## config.mk

```make
export PLATFORM = sky130hd
export DESIGN_NAME = uart_tx_status
export DESIGN_NICKNAME = d
export VERILOG_FILES = /design/src/rtl/uart_tx_status_pkg.sv /design/src/rtl/tx_set_eval.sv /design/src/rtl/tx_action_decode.sv /design/src/rtl/tx_sticky_flag.sv /design/src/rtl/uart_tx_status.sv
export SDC_FILE = /design/constraint.sdc
export NUM_CORES = 1
export LEC_CHECK = 0
export BUFFER_PORTS_ARGS = -buffer_cell sky130_fd_sc_hd__buf_4
export CAP_MARGIN = 20
export CORE_AREA = 2 2 39 41
export CTS_CLUSTER_SIZE = 12
export DETAILED_ROUTE_END_ITERATION = 10
export DIE_AREA = 0 0 41 43
export PLACE_DENSITY = 0.68
export RECOVER_POWER = 25
export SLEW_MARGIN = 0
export SYNTH_ARGS = -nofsm -noshare
export SYNTH_HDL_FRONTEND = slang
export SYNTH_SLANG_ARGS = --single-unit
```

## constraint.sdc

```tcl
create_clock -name clk -period 1.2 [get_ports clk]
set_input_delay 0.06 -clock clk [delete_from_list [all_inputs] [get_ports clk]]
set_output_delay 0.06 -clock clk [all_outputs]
set_load 0.1 [all_outputs]
```

## src/rtl/uart_tx_status_pkg.sv

```systemverilog
package uart_tx_status_pkg;

    localparam int FLAG_EMPTY = 0;
    localparam int FLAG_DONE  = 1;
    localparam int NUM_FLAGS  = 2;

    // State of one sticky status flag
    typedef struct packed {
        logic flag;
        logic armed;   // a status read has seen the flag set
    } flag_state_t;

    // Control state kept by the action decoder
    typedef struct packed {
        logic te_last; // last value written to the transmitter enable
    } ctl_state_t;

endpackage

```

## src/rtl/tx_set_eval.sv

```systemverilog
module tx_set_eval
    import uart_tx_status_pkg::*;
#(
    parameter int LVL_W = 4
) (
    input  logic [LVL_W-1:0]     level_i,
    input  logic [LVL_W-1:0]     water_i,
    input  logic                 shift_busy_i,
    input  logic                 pre_busy_i,
    input  logic                 brk_busy_i,
    output logic [NUM_FLAGS-1:0] set_o
);

    logic line_active;

    always_comb begin
        line_active          = shift_busy_i | pre_busy_i | brk_busy_i;
        set_o                = '0;
        // Room in the queue: the shifter word is already excluded from level_i
        set_o[FLAG_EMPTY]    = (level_i <= water_i);
        // Nothing queued and nothing on the wire
        set_o[FLAG_DONE]     = (level_i == '0) && !line_active;
    end

endmodule

```

## src/rtl/tx_action_decode.sv

```systemverilog
module tx_action_decode
    import uart_tx_status_pkg::*;
(
    input  logic                 clk,
    input  logic                 rst_n,
    input  logic                 data_wr_i,
    input  logic                 txen_wr_i,
    input  logic                 txen_wdata_i,
    input  logic                 sbk_wr_i,
    input  logic                 sbk_wdata_i,
    output logic [NUM_FLAGS-1:0] act_o
);

    ctl_state_t ctl_d, ctl_q;
    logic       te_toggle;
    logic       brk_queue;

    always_comb begin
        ctl_d     = ctl_q;
        te_toggle = txen_wr_i & txen_wdata_i & ~ctl_q.te_last;
        brk_queue = sbk_wr_i & sbk_wdata_i;
        if (txen_wr_i) begin
            ctl_d.te_last = txen_wdata_i;
        end
        act_o             = '0;
        act_o[FLAG_EMPTY] = data_wr_i;
        act_o[FLAG_DONE]  = data_wr_i | te_toggle | brk_queue;
    end

    always_ff @(posedge clk or negedge rst_n) begin
        if (!rst_n) begin
            ctl_q <= '0;
        end else begin
            ctl_q <= ctl_d;
        end
    end

endmodule

```

## src/rtl/tx_sticky_flag.sv

```systemverilog
module tx_sticky_flag
    import uart_tx_status_pkg::*;
(
    input  logic clk,
    input  logic rst_n,
    input  logic set_i,
    input  logic rd_i,
    input  logic act_i,
    output logic flag_o
);

    flag_state_t st_d, st_q;
    logic        consume;
    logic        keep_arm;

    always_comb begin
        consume    = st_q.armed & act_i;
        keep_arm   = st_q.armed & ~act_i;
        // A live set condition overrides a clearing action
        st_d.flag  = set_i | (st_q.flag & ~consume);
        // Only a status read that saw the flag set arms it
        st_d.armed = st_d.flag & (keep_arm | (rd_i & st_q.flag));
    end

    always_ff @(posedge clk or negedge rst_n) begin
        if (!rst_n) begin
            st_q <= '0;
        end else begin
            st_q <= st_d;
        end
    end

    assign flag_o = st_q.flag;

    assert_hold_unarmed_R11: assert property (@(posedge clk) disable iff (!rst_n)
        (st_q.flag && !st_q.armed) |=> st_q.flag)
        else $error("flag cleared without an armed read");

    assert_set_wins_R4: assert property (@(posedge clk) disable iff (!rst_n)
        set_i |=> st_q.flag)
        else $error("set condition lost against a clear");

endmodule

```

## src/rtl/uart_tx_status.sv

```systemverilog
module uart_tx_status
    import uart_tx_status_pkg::*;
#(
    parameter  int FIFO_DEPTH = 8,
    localparam int LVL_W      = $clog2(FIFO_DEPTH + 1)
) (
    input  logic             clk,
    input  logic             rst_n,
    input  logic [LVL_W-1:0] fifo_level,
    input  logic [LVL_W-1:0] tx_watermark,
    input  logic             shifter_busy,
    input  logic             preamble_busy,
    input  logic             break_busy,
    input  logic             stat_rd,
    input  logic             data_wr,
    input  logic             txen_wr,
    input  logic             txen_wdata,
    input  logic             sbk_wr,
    input  logic             sbk_wdata,
    input  logic             empty_ie,
    input  logic             done_ie,
    output logic             tx_empty,
    output logic             tx_done,
    output logic             tx_irq,
    output logic             txd_idle_force
);

    logic [NUM_FLAGS-1:0] set_vec;
    logic [NUM_FLAGS-1:0] act_vec;
    logic [NUM_FLAGS-1:0] flag_vec;
    logic [NUM_FLAGS-1:0] ie_vec;

    tx_set_eval #(.LVL_W(LVL_W)) u_set (
        .level_i      (fifo_level),
        .water_i      (tx_watermark),
        .shift_busy_i (shifter_busy),
        .pre_busy_i   (preamble_busy),
        .brk_busy_i   (break_busy),
        .set_o        (set_vec)
    );

    tx_action_decode u_act (
        .clk          (clk),
        .rst_n        (rst_n),
        .data_wr_i    (data_wr),
        .txen_wr_i    (txen_wr),
        .txen_wdata_i (txen_wdata),
        .sbk_wr_i     (sbk_wr),
        .sbk_wdata_i  (sbk_wdata),
        .act_o        (act_vec)
    );

    for (genvar g = 0; g < NUM_FLAGS; g++) begin : g_flag
        tx_sticky_flag u_flag (
            .clk    (clk),
            .rst_n  (rst_n),
            .set_i  (set_vec[g]),
            .rd_i   (stat_rd),
            .act_i  (act_vec[g]),
            .flag_o (flag_vec[g])
        );
    end

    always_comb begin
        ie_vec             = '0;
        ie_vec[FLAG_EMPTY] = empty_ie;
        ie_vec[FLAG_DONE]  = done_ie;
    end

    assign tx_empty       = flag_vec[FLAG_EMPTY];
    assign tx_done        = flag_vec[FLAG_DONE];
    assign tx_irq         = |(flag_vec & ie_vec);
    assign txd_idle_force = flag_vec[FLAG_DONE];

    assert_empty_sets_R1: assert property (@(posedge clk) disable iff (!rst_n)
        (fifo_level <= tx_watermark) |=> tx_empty)
        else $error("empty flag missed its watermark");

    assert_done_sets_R5: assert property (@(posedge clk) disable iff (!rst_n)
        (fifo_level == '0 && !shifter_busy && !preamble_busy && !break_busy) |=> tx_done)
        else $error("done flag missed an idle line");

    assert_sbk_zero_ignored_R9: assert property (@(posedge clk) disable iff (!rst_n)
        (tx_done && sbk_wr && !sbk_wdata && !data_wr && !txen_wr) |=> tx_done)
        else $error("break write of 0 cleared done");

endmodule

```

==> flow_summary.json, run 1 <==
{
  "antenna_found_initial": 0,
  "cp_max_fo": 4,
  "status": "complete, no violations",
  "cellPowerDensity_mw_per_mm2": 1358,
  "clockBufferDepth": 2,
  "synthDistinctLibCells": 20,
  "core-area_mm2": 0.001384,
  "start_util_pct": 26.04,
  "period_minus_slack_ns": 1.183,
  "irDropWorstVdd_v": 0.0005174,
  "path_clk_slew_ns": 0.04,
  "synth-seq-cells": 5,
  "crit_arrival_ns": 1.12,
  "chipWidth_um": 41,
  "pre_cts_ws_ns": -0.03354,
  "fin_worst_skew_ns": 0.0001242,
  "yosys_warnings": 0,
  "crit_slowest_cell": "dfrtp_4",
  "synth_area_leader_cell": "dfrtp_1",
  "grt_pass1_vias": 401,
  "timing.final.ws_setup_ns": 0.01745,
  "synth_ff_type": "dfrtp_1",
  "clock_sinks": 5,
  "grt_max_degree": 7,
  "wirelength_um": 814,
  "tritoncts": "done",
  "async_reset_ff_share_pct": 100.0,
  "synth.area.top_cells": "dfrtp_1, ha_1, nor4_4, nand2_1, inv_1",
  "drt_iter0_markers": 2,
  "cp-start-kind": "flop",
  "htree_num_levels": 1,
  "hold_class": "in2reg",
  "gr-usage-met2_pct": 20.00,
  "pin_count": 25,
  "syn_nets": 61,
  "worstPathCellList": "a22o_4, buf_12",
  "clk-insertion-delay-late_ns": 0.24,
  "synth_top_area_share_pct": 34.72,
  "critPathKind": "reg2out",
  "use_met3_pct": 2.094,
  "critPathMaxStageDelay_ns": 0.49,
  "place_area_um2": 581.8,
  "placed_cells": 77,
  "crit_buf_inv": 1,
  "portBuffers": 24,
  "setup_violations": 0,
  "design_area_um2": 626.9,
  "drtAntennaViolNets": 0,
  "hold_viol": 0,
  "drt_pass1_iterations": 4,
  "slew_headroom_pct": 81.65,
  "drc": 0,
  "synth_area_um2": 360.3,
  "synth.avg_cell_area_um2": 10.01,
  "vias": 377,
  "syn_inst": 36,
  "critical_path.top_delay_family": "flip-flops",
  "core.rowCount": 14,
  "die_h_um": 43,
  "fillers": 140,
  "ys_seq_area_share_pct": 34.72,
  "gp_congestion": 0.6279,
  "drv_slew": 0,
  "grt_use_met1_pct": 14.24,
  "overflow": 0,
  "area_delta_synth_final_pct": 73.96,
  "drt-vias-per-instance": 4.598,
  "top_usage_layer": "met2",
  "cts_setup_buffers": 0,
  "grt_pass1_wl_um": 1524,
  "max_freq_mhz": 845.6,
  "drive_above_1_share_pct": 51.52,
  "rsz0062_at_grt": "yes",
  "die_area_mm2": 0.001763,
  "tightest_slew_ns": 0.2775,
  "stdcell_count": 82,
  "hold_ws_ns": 0.06664,
  "final_core_util_pct": 45.30,
  "post_drt_wl_per_cell_um": 9.927,
  "end_kind": "output pin",
  "cts_buffers": 3,
  "track_usage_pct": 12.78,
  "crit_required_ns": 1.14,
  "p_leak_uw": 0.0003187,
  "antenna_cells": 0,
  "cts-root-buf": "clkbuf_4",
  "dp.final_hpwl_um": 746.3,
  "final_nets": 92,
  "synth_edf_count": 0,
  "fin_crit_sh_pct": 98.55,
  "maxCapViolations": 0
}
-- power breakdown --
group | switching, uW | leakage, uW | internal (uW)
Combinational | 277 | 0.000245 | 147
Sequential | 30.7 | 0.0000585 | 204
Clock | 67.4 | 0.0000150 | 126
Total | 375 | 0.000319 | 476
-- area by class of cell --
cell class | count | area, um2 | area share (%)
clock buffers | 4 | 26.28 | 4.192
inverters | 4 | 15.01 | 2.395
well taps | 16 | 20.02 | 3.194
repair buffers | 27 | 214.0 | 34.13
multi-input cells | 26 | 221.5 | 35.33
flip-flops and latches | 5 | 130.1 | 20.76
-- what timing repair did --
item,4_1_cts,5_1_grt
pin swaps,1,0
endpoints found under the hold margin,5,0
hold buffers,1,0
resized for setup,3,0
endpoints found under the setup margin,1,1
-- per-layer routing --
metal  vias up  part of all wire (%)
li1        191                     -
met1       165                    35
met2        21                    50
met3         0                    14
met4         0                     0
met5         -                     0
-- state kept, by name (all words and copies together) (netlist names) --
| signal | flops |
|---|---|
| g_flag.u_flag.st_q | 2 |
| u_act.ctl_q | 1 |
| g_flag.u_flag.flag_o | 2 |
-- cell usage after synthesis (2+ instances only) --
cell type / n
a21oi_1: 2
dfrtp_1: 5
ha_1: 4
inv_1: 4
nand2_1: 5
nor2b_1: 2
-- placed cells by master, fill, tap and decap left out, drive strengths merged --
cell type and instances:
o21ai 1, dlygate4sd3 1, clkbuf 5, and4 1, a22o 1, nand2b 1, nor4 1, a221o 1
nand2 5, buf 25, a21oi 2, o2111ai 1, mux2 1, a21o 1, o211ai 1, inv 4
or4 1, ha 4, nor2b 2, a21boi 1, nand3b 1, dfrtp 5
-- stage by stage --
step	power [uW]	setup TNS (ns)
after floorplan	536.7	-0.007888
final	851.3	0
after global routing	902.6	-0.009517
after CTS	868.8	0
after global placement	640.7	-0.007128
after detailed placement	646.4	-0.03354
-- final timing paths --
kind	from	end	slack [ns]	cells past startpoint
worst max-delay path	g_flag[0].u_flag.flag_o	tx_irq	0.02	2
worst min-delay path	txen_wdata	u_act.ctl_q	0.07	2
worst max register to register	g_flag[0].u_flag.flag_o	g_flag[0].u_flag.st_q[0]	0.14	2
worst min register to register	u_act.ctl_q	u_act.ctl_q	0.50	1
max in group asynchronous	rst_n	g_flag[0].u_flag.flag_o	0.76	2
min in group asynchronous	rst_n	g_flag[0].u_flag.flag_o	0.20	2
-- cell families (layout without fill, tap and decap cells) --
| family | Yosys count | count (layout) | synth area share, % |
|---|---|---|---|
| AO/OA/AOI/OAI | 9 | 9 | 18.06 |
| multiplexers | 1 | 1 | 3.125 |
| buffers and inverters | 5 | 35 | 6.250 |
| flip-flops | 5 | 5 | 34.72 |
| adder cells (fa/ha/maj) | 4 | 4 | 13.89 |
| AND/OR/NAND/NOR | 12 | 12 | 23.96 |
(Power assumes the default switching activity.)
==> inputs of run 2 (changes only) <==
--- a/config.mk
+++ b/config.mk
@@ -12,7 +12,7 @@
 export DETAILED_ROUTE_END_ITERATION = 10
 export DIE_AREA = 0 0 41 43
 export PLACE_DENSITY = 0.68
-export RECOVER_POWER = 25
+export RECOVER_POWER = 100
 export SLEW_MARGIN = 0
 export SYNTH_ARGS = -nofsm -noshare
 export SYNTH_HDL_FRONTEND = slang
==> run 2 against run 1 <==
  * Wire length down 0.49%
  * Global-route usage unchanged
  * Non-clock buffer count unchanged
  * Total power down 0.80%
  * Critical path depth unchanged
==> flow_summary.json, run 2 (synthesis results as in run 1) <==
{
  "r2r_cells": 2,
  "cellPowerDensity_mw_per_mm2": 1366,
  "gp_congestion": 0.6279,
  "setup_violations": 0,
  "overflow": 0,
  "cts_buffers": 3,
  "wirelength_um": 810,
  "portBuffers": 24,
  "worstPathCellList": "a22o_4, buf_12",
  "holdCritStartpoint": "txen_wdata",
  "period_minus_slack_ns": 1.182,
  "pin_count": 25,
  "p_leak_uw": 0.0003152,
  "maxCapViolations": 0,
  "worstReg2RegEnd": "g_flag[0].u_flag.st_q[0]",
  "drt_iter0_markers": 1,
  "grt_pass1_vias": 401,
  "layout_commonest_cell": "buf_4",
  "die_area_mm2": 0.001763,
  "htree_num_levels": 1,
  "irDropWorstVdd_v": 0.0005061,
  "slew_headroom_pct": 79.06,
  "area_delta_synth_final_pct": 71.53,
  "fin_worst_skew_ns": 0.0001242,
  "rrSetupSlack_ns": 0.13,
  "crit_arrival_ns": 1.12,
  "cp-start-kind": "flop",
  "drv_slew": 0,
  "critPathLaunch": "g_flag[0].u_flag.flag_o",
  "track_usage_pct": 12.78,
  "whs_endpoint": "u_act.ctl_q",
  "core-area_mm2": 0.001384,
  "start_util_pct": 26.04,
  "critical_path.top_delay_family": "flip-flops",
  "path_clk_slew_ns": 0.04,
  "antenna_found_initial": 0,
  "chipWidth_um": 41,
  "mostFrequentLayoutCells": "buf_4, nand2_1, clkbuf_4",
  "grt_max_degree": 7,
  "drtAntennaViolNets": 0,
  "cp_max_fo": 4,
  "crit_slowest_cell": "dfrtp_4",
  "grt_pass1_wl_um": 1524,
  "core.rowCount": 14,
  "antenna_cells": 0,
  "cts-root-buf": "clkbuf_4",
  "hold_viol": 0,
  "tightest_slew_ns": 0.3115,
  "clockBufferDepth": 2,
  "status": "complete, no violations",
  "reg2reg_from": "g_flag[0].u_flag.flag_o",
  "max_freq_mhz": 846.3,
  "clock_sinks": 5,
  "final_nets": 92,
  "pre_cts_ws_ns": -0.03354,
  "rsz0062_at_grt": "yes",
  "tritoncts": "done",
  "drive_above_1_share_pct": 51.52,
  "clk-insertion-delay-late_ns": 0.24,
  "crit_required_ns": 1.14,
  "critPathMaxStageDelay_ns": 0.49,
  "holdPathStages": 2,
  "fin_crit_sh_pct": 98.47,
  "die_h_um": 43,
  "drt-vias-per-instance": 4.598,
  "post_drt_wl_per_cell_um": 9.878,
  "timing.final.ws_setup_ns": 0.01837,
  "dp.final_hpwl_um": 746.3,
  "hold_class": "in2reg",
  "vias": 377,
  "drt_pass1_iterations": 2,
  "drc": 0,
  "final_core_util_pct": 44.67,
  "crit_buf_inv": 1,
  "end_kind": "output pin",
  "critPathKind": "reg2out"
}
## run 2: cell count changes in the layout (fill, tap and decap cells not counted), sizes merged
cell / change
buf: -2
clkbuf: +2
## run 2: layer usage
| metal | track usage (%) | vias to the layer above | part of all wire, % |
|---|---|---|---|
| met5 | 0 | - | 0 |
| li1 | - | 191 | - |
| met4 | 10.00 | 0 | 0 |
| met1 | 14.24 | 165 | 36 |
| met3 | 2.094 | 0 | 14 |
| met2 | 20.00 | 21 | 50 |
## run 2: how the worst max path moves through the flow
stage | to | slack [ns] | cells after the start
2_1_floorplan | g_flag[0].u_flag.st_q[0] | -0.008 | 2
3_3_place_gp | g_flag[0].u_flag.st_q[0] | -0.007 | 6
3_5_place_dp | g_flag[0].u_flag.st_q[0] | -0.03 | 6
4_1_cts | tx_irq | 0.002 | 2
5_1_grt | tx_irq | -0.01 | 2
6_report | tx_irq | 0.02 | 2
## run 2: timing repair
action | CTS | global route
setup buffers | 0 | 0
setup endpoints to repair | 1 | 1
gates resized for setup | 3 | 0
endpoints found under the hold margin | 5 | 0
pin swaps | 1 | 0
hold buffers | 1 | 0
## run 2: where the power goes
part           switching, uW  total [uW]  leakage [uW]  internal, uW
clock                   67.4         193     0.0000150           126
combinational            274         418      0.000242           143
sequential              30.2         234     0.0000585           204
total                    372         845      0.000315           473
## run 2: stage by stage
step	TNS, ns	total power [uW]	cell area [um2]	std cells	hold WS (ns)
floorplan	-0.007888	536.7	374.1	36	-0.2356
global placement	-0.007128	640.7	581.8	77	-0.1373
detailed placement	-0.03354	646.4	581.8	77	-0.1352
CTS	0	868.8	630.6	82	0.05430
global route	-0.009517	896.0	618.1	82	0.07065
finish	0	844.6	618.1	82	0.06662
## run 2: cell type report
class	count	area [um2]
Fill cell	140	765.7
Timing Repair Buffer	27	214.0
Inverter	4	15.01
Clock buffer	4	26.28
Multi-Input combinational cell	26	212.7
Sequential cell	5	130.1
Tap cell	16	20.02
==> inputs of run 3 (changes only) <==
==> constraint.sdc (replaced) <==
create_clock -name clk -period 1.2 [get_ports clk]
set_input_delay 0.24 -clock clk [delete_from_list [all_inputs] [get_ports clk]]
set_output_delay 0.24 -clock clk [all_outputs]
set_load 0.1 [all_outputs]
==> run 3 against run 2 <==
  * The flow now finishes with violations (negative setup slack)
  * Critical path type unchanged
  * Die area is the same
  * Hold slack gained 0.18 ns
  * Global-route usage shrank 0.83 points
  * Via count grew 3.7%
  * Maximum frequency shrank 14%
  * First-iteration DRC count grew 100%
  * Clock skew is essentially flat
  * Cell area grew 13%
  * Final cell count grew 3.7%
  * Wire length grew 9.5%
==> flow_summary.json, run 3 (synthesis results as in run 1) <==
{
  "crit_required_ns": 0.96,
  "grt_max_degree": 6,
  "hold_class": "in2reg",
  "violations": "negative setup slack",
  "r2r_cells": 3,
  "critPathLaunch": "g_flag[1].u_flag.flag_o",
  "cp.depth": 2,
  "critPathKind": "reg2out",
  "tritoncts": "done",
  "area_delta_synth_final_pct": 93.75,
  "rrSetupSlack_ns": 0.01,
  "drt_pass1_iterations": 2,
  "wirelength_um": 887,
  "cts_buffers": 3,
  "critical_path.top_delay_family": "flip-flops",
  "cp-start-kind": "flop",
  "timing.final.ws_setup_ns": -0.1671,
  "portBuffers": 24,
  "slew_headroom_pct": 77.21,
  "start_util_pct": 26.04,
  "antenna_found_initial": 0,
  "final_core_util_pct": 50.45,
  "overflow": 0,
  "crit_slowest_cell": "dfrtp_4",
  "post_drt_wl_per_cell_um": 10.44,
  "track_usage_pct": 11.95,
  "clock_sinks": 5,
  "vias": 391,
  "grt_pass1_wl_um": 1386,
  "drtAntennaViolNets": 0,
  "pin_count": 25,
  "endpoint": "tx_irq",
  "cellPowerDensity_mw_per_mm2": 1364,
  "drc": 0,
  "final_nets": 95,
  "crit_buf_inv": 1,
  "cp_max_fo": 2,
  "worstPathCellList": "a22o_4, buf_12",
  "clk-insertion-delay-late_ns": 0.24,
  "core-area_mm2": 0.001384,
  "irDropWorstVdd_v": 0.0004071,
  "max_freq_mhz": 731.5,
  "fin_crit_sh_pct": 113.9,
  "drt_iter0_markers": 2,
  "dp.final_hpwl_um": 735,
  "reg2reg_from": "g_flag[0].u_flag.flag_o",
  "htree_num_levels": 1,
  "rsz0062_at_grt": "yes",
  "setup_violations": 5,
  "clockBufferDepth": 2,
  "finalSetupTns_ns": -0.4084,
  "gp_congestion": 0.6039,
  "tightest_slew_ns": 0.3390,
  "worstReg2RegEnd": "g_flag[0].u_flag.st_q[0]",
  "p_leak_uw": 0.0003469,
  "fin_total_pwr_uw": 952.3,
  "end_kind": "output pin",
  "layout_commonest_cell": "buf_4",
  "core.rowCount": 14,
  "period_minus_slack_ns": 1.367,
  "critPathMaxStageDelay_ns": 0.47,
  "mostFrequentLayoutCells": "buf_4, nand2_1, buf_12",
  "crit_arrival_ns": 1.13,
  "cts-root-buf": "clkbuf_4",
  "die_h_um": 43,
  "hold_viol": 0,
  "drt-vias-per-instance": 4.600,
  "die_area_mm2": 0.001763,
  "antenna_cells": 0,
  "maxCapViolations": 0,
  "drv_slew": 0,
  "drive_above_1_share_pct": 57.97,
  "status": "finished, violations left",
  "fin_worst_skew_ns": 0.00003750,
  "chipWidth_um": 41,
  "grt_pass1_vias": 379,
  "path_clk_slew_ns": 0.04
}
==> run 3: cell types whose count changed in the layout (fill, tap and decap cells not counted), sizes merged <==
cell / before / now
buf: 23 / 27
clkbuf: 7 / 6
==> run 3: metal layers <==
layer	wire (um)	global-route usage, %	up-vias
met5	0	0	-
met4	0	10.00	0
met3	85	1.571	0
met2	491	20.31	22
met1	309	11.58	174
li1	-	-	195
==> run 3: worst min path at each step <==
stage | startpoint | end | slack (ns) | cells after the start
3_5_place_dp | rst_n | u_act.ctl_q | 0.05 | 1
3_3_place_gp | rst_n | u_act.ctl_q | 0.04 | 1
2_1_floorplan | rst_n | g_flag[0].u_flag.st_q[0] | -0.06 | 0
4_1_cts | txen_wdata | u_act.ctl_q | 0.24 | 2
5_1_grt | txen_wdata | u_act.ctl_q | 0.24 | 2
6_report | txen_wdata | u_act.ctl_q | 0.25 | 2
==> run 3: per-stage QoR <==
| step | setup slack, ns | instance area [um2] | hold slack, ns | cells |
|---|---|---|---|---|
| 4_1_cts | -0.1800 | 696.9 | 0.2377 | 85 |
| 2_1_floorplan | -0.06505 | 376.6 | -0.05559 | 36 |
| 3_3_place_gp | -0.1846 | 599.3 | 0.04263 | 79 |
| 5_1_grt | -0.1969 | 698.2 | 0.2448 | 85 |
| 3_5_place_dp | -0.2084 | 599.3 | 0.04604 | 79 |
| 6_report | -0.1671 | 698.2 | 0.2495 | 85 |
==> run 3: timing repair <==
action	CTS	global route
endpoints found under the hold margin	5	0
resized for setup	13	4
endpoints found under the setup margin	4	5
hold buffers	1	0
pin swaps	0	1
setup buffers	1	0
==> run 3: worst register-to-register path, delay by kind of cell (launching register included) <==
| kind | cells | cell delay, ns |
|---|---|---|
| flops | 1 | 0.47 |
| buf+inv | 1 | 0.15 |
| compound gates | 2 | 0.46 |
==> run 3: cell type report <==
| class | instances | area (um2) |
|---|---|---|
| fill | 140 | 685.7 |
| sequential | 5 | 132.6 |
| timing repair buffer | 30 | 271.5 |
| tap | 16 | 20.02 |
| inverter | 4 | 15.01 |
| clock buffer | 4 | 26.28 |
| multi-input combinational | 26 | 232.7 |
==> run 3: power by group <==
part | switching, uW | internal (uW)
clock network | 64.8 | 125
logic | 307 | 229
registers | 18.4 | 207
